### src/rtl/fsg_pkg.sv
package fsg_pkg;

    typedef enum logic [2:0] {
        ST_IDLE,
        ST_PROG,
        ST_ERASE,
        ST_PROT,
        ST_FAIL
    } op_state_e;

    function automatic int unsigned fsg_max(input int unsigned a, input int unsigned b);
        return (a > b) ? a : b;
    endfunction

endpackage

### src/rtl/fsg_op_ctrl.sv
module fsg_op_ctrl
    import fsg_pkg::*;
#(
    parameter int unsigned DW           = 8,
    parameter int unsigned PROT_PGM_CYC = 8,
    parameter int unsigned PROT_ERS_CYC = 400
) (
    input  logic          clk,
    input  logic          rst_n,
    input  logic          cmd_valid,
    input  logic          cmd_erase,
    input  logic [DW-1:0] cmd_data,
    input  logic          sect_prot,
    input  logic          timer_done,
    input  logic          pulse_over,
    output logic          start_o,
    output logic          busy_o,
    output logic          run_o,
    output logic          failed_o,
    output logic          poll_o,
    output logic [DW-1:0] store_o
);

    localparam int unsigned MAXW = fsg_max(PROT_PGM_CYC, PROT_ERS_CYC);
    localparam int unsigned CW   = $clog2(MAXW + 1);

    typedef struct packed {
        op_state_e     st;
        logic          is_erase;
        logic [DW-1:0] wdata;
        logic [DW-1:0] store;
        logic [CW-1:0] cnt;
    } ctl_t;

    ctl_t ctl_d, ctl_q;
    logic accept;

    always_comb begin
        ctl_d  = ctl_q;
        accept = cmd_valid && (ctl_q.st == ST_IDLE || ctl_q.st == ST_FAIL);
        case (ctl_q.st)
            ST_IDLE, ST_FAIL: begin
                if (accept) begin
                    ctl_d.is_erase = cmd_erase;
                    ctl_d.wdata    = cmd_data;
                    if (sect_prot) begin
                        ctl_d.st  = ST_PROT;
                        ctl_d.cnt = cmd_erase ? CW'(PROT_ERS_CYC - 1) : CW'(PROT_PGM_CYC - 1);
                    end else begin
                        ctl_d.st = cmd_erase ? ST_ERASE : ST_PROG;
                    end
                end
            end
            ST_PROG: begin
                if (pulse_over) begin
                    ctl_d.st = ST_FAIL;
                end else if (timer_done) begin
                    ctl_d.store = ctl_q.store & ctl_q.wdata;
                    ctl_d.st    = ST_IDLE;
                end
            end
            ST_ERASE: begin
                if (pulse_over) begin
                    ctl_d.st = ST_FAIL;
                end else if (timer_done) begin
                    ctl_d.store = '1;
                    ctl_d.st    = ST_IDLE;
                end
            end
            ST_PROT: begin
                if (ctl_q.cnt == CW'(0)) begin
                    ctl_d.st = ST_IDLE;
                end else begin
                    ctl_d.cnt = ctl_q.cnt - CW'(1);
                end
            end
            default: ctl_d.st = ST_IDLE;
        endcase
    end

    always_ff @(posedge clk or negedge rst_n) begin
        if (!rst_n) begin
            ctl_q.st       <= ST_IDLE;
            ctl_q.is_erase <= 1'b0;
            ctl_q.wdata    <= '1;
            ctl_q.store    <= '1;
            ctl_q.cnt      <= '0;
        end else begin
            ctl_q <= ctl_d;
        end
    end

    assign start_o  = accept;
    assign busy_o   = (ctl_q.st != ST_IDLE);
    assign run_o    = (ctl_q.st == ST_PROG) || (ctl_q.st == ST_ERASE) || (ctl_q.st == ST_PROT);
    assign failed_o = (ctl_q.st == ST_FAIL);
    assign poll_o   = ctl_q.is_erase ? 1'b0 : ~ctl_q.wdata[DW-1];
    assign store_o  = ctl_q.store;

    a_r3_prog_merge: assert property (@(posedge clk) disable iff (!rst_n)
        (ctl_q.st == ST_PROG && timer_done && !pulse_over)
        |=> (ctl_q.store == ($past(ctl_q.store) & $past(ctl_q.wdata))));

    a_r4_erase_blank: assert property (@(posedge clk) disable iff (!rst_n)
        (ctl_q.st == ST_ERASE && timer_done && !pulse_over) |=> (ctl_q.store == '1));

    a_r7_window_bound: assert property (@(posedge clk) disable iff (!rst_n)
        (ctl_q.st == ST_PROT) |-> (ctl_q.cnt < CW'(MAXW)));

    a_r8_prot_keeps_data: assert property (@(posedge clk) disable iff (!rst_n)
        (ctl_q.st == ST_PROT) |=> $stable(ctl_q.store));

    a_r9_fail_sticky: assert property (@(posedge clk) disable iff (!rst_n)
        (ctl_q.st == ST_FAIL && !cmd_valid) |=> (ctl_q.st == ST_FAIL && $stable(ctl_q.store)));

    a_r10_busy_ignores_cmd: assert property (@(posedge clk) disable iff (!rst_n)
        (run_o && cmd_valid) |=> ($stable(ctl_q.wdata) && $stable(ctl_q.is_erase)));

endmodule

### src/rtl/fsg_toggle.sv
module fsg_toggle (
    input  logic clk,
    input  logic rst_n,
    input  logic start_i,
    input  logic run_i,
    input  logic rd_i,
    output logic tog_o
);

    logic tog_d, tog_q;

    always_comb begin
        tog_d = tog_q;
        if (start_i) begin
            tog_d = 1'b0;
        end else if (run_i && rd_i) begin
            tog_d = ~tog_q;
        end
    end

    always_ff @(posedge clk or negedge rst_n) begin
        if (!rst_n) tog_q <= 1'b0;
        else        tog_q <= tog_d;
    end

    assign tog_o = tog_q;

    a_r5_clear_on_start: assert property (@(posedge clk) disable iff (!rst_n)
        start_i |=> !tog_q);

    a_r5_flip_on_read: assert property (@(posedge clk) disable iff (!rst_n)
        (run_i && rd_i && !start_i) |=> (tog_q != $past(tog_q)));

    a_r9_hold_when_stopped: assert property (@(posedge clk) disable iff (!rst_n)
        (!run_i && !start_i) |=> $stable(tog_q));

endmodule

### src/rtl/flash_status_gen.sv
module flash_status_gen #(
    parameter int unsigned DW           = 8,
    parameter int unsigned PROT_PGM_CYC = 8,
    parameter int unsigned PROT_ERS_CYC = 400
) (
    input  logic          clk,
    input  logic          rst_n,
    input  logic          cmd_valid,
    input  logic          cmd_erase,
    input  logic [DW-1:0] cmd_data,
    input  logic          sect_prot,
    input  logic          timer_done,
    input  logic          pulse_over,
    input  logic          rd_strobe,
    output logic [DW-1:0] rd_data
);

    localparam int unsigned POLL_B = DW - 1;
    localparam int unsigned TOG_B  = DW - 2;
    localparam int unsigned FAIL_B = DW - 3;

    logic          start, busy, run, failed, poll, tog;
    logic [DW-1:0] store;

    fsg_op_ctrl #(
        .DW          (DW),
        .PROT_PGM_CYC(PROT_PGM_CYC),
        .PROT_ERS_CYC(PROT_ERS_CYC)
    ) u_ctrl (
        .clk       (clk),
        .rst_n     (rst_n),
        .cmd_valid (cmd_valid),
        .cmd_erase (cmd_erase),
        .cmd_data  (cmd_data),
        .sect_prot (sect_prot),
        .timer_done(timer_done),
        .pulse_over(pulse_over),
        .start_o   (start),
        .busy_o    (busy),
        .run_o     (run),
        .failed_o  (failed),
        .poll_o    (poll),
        .store_o   (store)
    );

    fsg_toggle u_tog (
        .clk    (clk),
        .rst_n  (rst_n),
        .start_i(start),
        .run_i  (run),
        .rd_i   (rd_strobe),
        .tog_o  (tog)
    );

    always_comb begin
        rd_data = store;
        if (busy) begin
            rd_data[POLL_B] = poll;
            rd_data[TOG_B]  = tog;
            rd_data[FAIL_B] = failed;
        end
    end

    a_r6_low_bits_steady: assert property (@(posedge clk) disable iff (!rst_n)
        (busy && $past(busy) && !$past(start)) |-> $stable(rd_data[FAIL_B-1:0]));

    a_r9_fail_flag_only_failed: assert property (@(posedge clk) disable iff (!rst_n)
        (run) |-> !rd_data[FAIL_B]);

endmodule

### config.mk
export PLATFORM = sky130hd
export DESIGN_NAME = flash_status_gen
export DESIGN_NICKNAME = d
export VERILOG_FILES = /design/src/rtl/fsg_pkg.sv /design/src/rtl/fsg_op_ctrl.sv /design/src/rtl/fsg_toggle.sv /design/src/rtl/flash_status_gen.sv
export SDC_FILE = /design/constraint.sdc
export NUM_CORES = 1
export LEC_CHECK = 0
export ABC_AREA = 1
export BUFFER_PORTS_ARGS = -buffer_cell sky130_fd_sc_hd__buf_2
export CAP_MARGIN = 20
export CORE_MARGIN = 8
export CORE_UTILIZATION = 50
export DETAILED_ROUTE_END_ITERATION = 8
export MAX_ROUTING_LAYER = met4
export PLACE_DENSITY_LB_ADDON = 0.08
export SETUP_SLACK_MARGIN = 0.4
export SYNTH_ARGS = -nofsm -noshare
export SYNTH_HDL_FRONTEND = slang
export SYNTH_SLANG_ARGS = --single-unit
### constraint.sdc
create_clock -name clk -period 1.3 [get_ports clk]
set_input_delay 0.195 -clock clk [delete_from_list [all_inputs] [get_ports clk]]
set_output_delay 0.195 -clock clk [all_outputs]
set_load 0.01 [all_outputs]
==> results.md <==
Synthesis:
- The mean instance size in the synthesized netlist is 7.808 µm².
- Counting flops and latches in the post-synthesis netlist gives 30.
- The most common cell in the synthesized netlist is sky130_fd_sc_hd__nand2_1.
- The instance count of the mapped netlist is 216.
- The Yosys step of the flow raised 0 warnings.
- The number of distinct library cells after synthesis is 26.
- Of all flip-flops after synthesis, the portion carrying an async set or reset was 100.0%.
- The largest area contributor in the netlist is sky130_fd_sc_hd__dfstp_2.
- After synthesis, the largest area contributor takes up 24.93% of total cell area.
- The synthesized netlist occupies a cell area of roughly 1700 µm².
- Yosys mapped a number of flops with a built-in enable equal to 0.
- The share of the yosys chip area belonging to registers is about 46%.
- The synthesized netlist net count is ~230.
- By area the synthesized netlist is led by sky130_fd_sc_hd__dfstp_2 (25%), sky130_fd_sc_hd__dfrtp_1 (21%), sky130_fd_sc_hd__nand2_1 (18%).
- The most instantiated flip-flop cell in the synthesis netlist is sky130_fd_sc_hd__dfstp_2.
- The commonest cells after synthesis are sky130_fd_sc_hd__nand2_1 (79), sky130_fd_sc_hd__inv_1 (24), sky130_fd_sc_hd__dfstp_2 (16).

Run status:
- The flow ran to the end, but the final reports show violations.
- The checks that failed: setup timing.

Timing:
- The shortest clock period the worst path allows after layout is 1.534 ns.
- The number of failing hold endpoints at the final stage came to 0.
- The number of setup violations in the final report is 33.
- Between clock sinks in the finished design, the worst skew comes to 0.02250 ns.
- Setup repair after global routing could not meet its margin everywhere.
- Dividing the final minimum period by the clock period gives 118.0%.
- Based on the critical path, the design can be clocked at up to around 650 MHz.
- Headroom to the max-slew limit came out at about 73%.
- At the pin with the least slew margin, the transition time is ~0.41 ns.
- The final worst-path setup slack is -0.2338 ns.
- The count of final max-slew check failures is 0.

Floorplanning:
- In this run the core area contains 21 standard-cell rows.
- The die covers approximately 5500 µm².
- The chip height is around 74 µm.
- The starting utilization of the core area is around 50%.
- The floorplan step set the die width to between 70 and 80 µm.
- The I/O pin count is 24.
- The core footprint is roughly 3300 µm².

Placed design:
- The global placer's final weighted congestion is 0.8605.
- OpenSTA, run right after detailed placement, puts the worst setup slack at -0.05263 ns.
- Including well taps, the total number of placed cells is a little under 300.
- In this run the tool buffered the top-level ports with 23 buffer cells.
- Once detailed placement completed, the half-perimeter wirelength came to approximately 2.7 mm.

Clock tree:
- The post-CTS clock slew at the launch and capture registers of the worst setup and hold paths is 0.11 ns.
- The maximum number of buffers from clock root to sink is 2.
- The H-tree depth is 2.
- The insertion delay of the later-clocked pin in the worst-skew pair is about 0.35 ns.
- The total clock buffers created by CTS is 5.
- The tree built by TritonCTS fans out to 30 sinks.
- The CTS tree is done.
- CTS placed an instance of sky130_fd_sc_hd__clkbuf_4 at the clock tree root.

Drt:
- The final route contains ~1600 vias.
- The total wire length after detailed routing is between 4 and 5 mm.
- The number of remaining DRC errors is 0.
- The number of nets with antenna violations after routing is 0.
- In the routed layout, each cell is associated on average with a via count of 4.889.
- The number of iterations in the first detailed-routing pass is 4.
- The number of violations reported at the end of detailed-routing iteration 0 is 97.
- Dividing the detail-routed wire length by the instance count gives 13.48 µm.

Cells and area:
- The fraction of final layout cells with drive strength greater than 1 is 52.71%.
- The post-layout net count is ~290.
- The final cell count without fillers is roughly 320.
- The repair_antennas step left the layout with diodes totalling 0.
- The area added between synthesis and finish is 48.96%.

Power and ir drop:
- The leakage power summed over all cells is around 1.2 nW.
- The worst-case vdd ir drop is 0.001371 V.
- The ratio of total power to cell area is 2433 nW/µm².

Global route:
- The initial antenna violation count was 0.
- The largest net degree at the start of global routing is 18.
- The total overflow left after global routing is 0.
- Global routing used about 18% of the available tracks.
- The first global-routing pass estimated roughly 7.3 mm of wire.
- The via count of the first global-routing pass came to ~1600.

Critical path:
- Data on the critical path arrives at its endpoint at ~1.3 ns.
- STA puts the critical path data required time at between 1 and 1.5 ns.
- The startpoint type of the worst setup path is a flip-flop.
- The kind of critical path is flip-flop to output pin.
- Along the worst path, the maximum fanout reaches 4.
- The category of the worst setup path capture point is an output pin.

Job:
- The tool flagged a number of max-cap violations equal to 0.

Worst hold path:
- The classification of the worst-slack hold path is primary input to flip-flop.
-- worst max-delay path, stage by stage, from the launching register on --
cell,delay (ns)
sky130_fd_sc_hd__dfrtp_1,0.41
sky130_fd_sc_hd__nor2_4,0.17
sky130_fd_sc_hd__buf_12,0.13
sky130_fd_sc_hd__nand2_8,0.06
sky130_fd_sc_hd__nand2_2,0.06
sky130_fd_sc_hd__o21ai_2,0.04
sky130_fd_sc_hd__buf_2,0.13
-- registers in the layout, indices dropped and copies added (netlist names) --
signal,flops
u_ctrl.store_o,8
u_ctrl.ctl_q,21
u_tog.tog_o,1
-- what timing repair did --
item | 4_1_cts | 5_1_grt
pin swaps | 17 | 11
resized for setup | 36 | 29
setup endpoints to repair | 38 | 38
hold buffers | 1 | 0
cloned | 2 | 0
hold endpoints to repair | 10 | 0
buffers inserted | 8 | 7
-- cell families after synthesis --
group / after synthesis / share of synthesized area [%]
simple gates: 119 / 33.46
xor+xnor: 2 / 1.039
flops: 30 / 45.70
fa+ha+maj: 1 / 0.7417
buf+inv: 37 / 10.09
compound gates: 27 / 8.977
-- worst paths after layout --
kind                                         startpoint                            to  slack [ns]  cells after the start
setup / recovery           u_ctrl.ctl_q[26]$_DFFE_PN0P_                    rd_data[6]       -0.23                      6
hold reg to reg            u_ctrl.ctl_q[21]$_DFFE_PN1P_  u_ctrl.ctl_q[21]$_DFFE_PN1P_        0.48                      2
min in group asynchronous                         rst_n   u_ctrl.ctl_q[7]$_DFFE_PN0P_        0.29                      2
setup reg to reg           u_ctrl.ctl_q[26]$_DFFE_PN0P_   u_ctrl.ctl_q[0]$_DFFE_PN0P_       -0.17                      9
hold / removal                              cmd_data[1]  u_ctrl.ctl_q[18]$_DFFE_PN1P_        0.04                      3
max in group asynchronous                         rst_n  u_ctrl.ctl_q[24]$_DFFE_PN1P_        0.50                      3
-- layout by cell type, fill, tap and decap left out, types with 6 or more instances in the layout --
master,n
sky130_fd_sc_hd__buf_2,18
sky130_fd_sc_hd__buf_4,22
sky130_fd_sc_hd__buf_6,14
sky130_fd_sc_hd__dfrtp_1,13
sky130_fd_sc_hd__dfstp_2,16
sky130_fd_sc_hd__inv_1,21
sky130_fd_sc_hd__nand2_1,58
sky130_fd_sc_hd__nand2_2,16
sky130_fd_sc_hd__nand2_4,9
sky130_fd_sc_hd__nand3_1,8
sky130_fd_sc_hd__nor2_1,8
sky130_fd_sc_hd__o21ai_0,9
sky130_fd_sc_hd__o21ai_1,6
sky130_fd_sc_hd__o21ai_2,8
-- area by class of cell --
type                       count  area (µm²)
inverter                      30       135.1
multi-input combinational    150       989.7
clock inverter                 2       12.51
sequential                    30       772.0
fill                         210       772.0
tap                           46       57.56
timing repair buffer          58       483.0
clock buffer                   6       51.30
timing repair inverter         1       11.26
-- routing by layer --
layer	vias to the layer above	wire length (µm)	global-route usage, %	part of all wire [%]
met4	0	104	7.982	2.4
met5	-	0	-	0
met3	10	195	4.717	4.5
li1	790	-	-	-
met2	34	2303	30.27	53
met1	745	1749	19.26	40
-- metrics by stage --
stage	power, mW	setup TNS [ns]	hold slack (ns)	util [%]	instance area, µm²
5_1_grt	6.561	-6.119	0.02793	76.50	2512
4_1_cts	5.584	-1.933	0.02532	71.05	2333
3_3_place_gp	4.223	-0.001335	0.1481	61.87	2032
3_5_place_dp	4.317	-0.3758	0.1507	61.87	2032
2_1_floorplan	3.562	-0.1481	-0.1006	-	1755
6_report	6.112	-3.478	0.03527	76.50	2512
-- where the power goes --
part           internal (mW)  switching [mW]  leakage, nW
logic                   1.68            1.99        0.860
registers               1.52           0.322        0.341
clock network          0.260           0.350       0.0343
(Power assumes the default switching activity.)
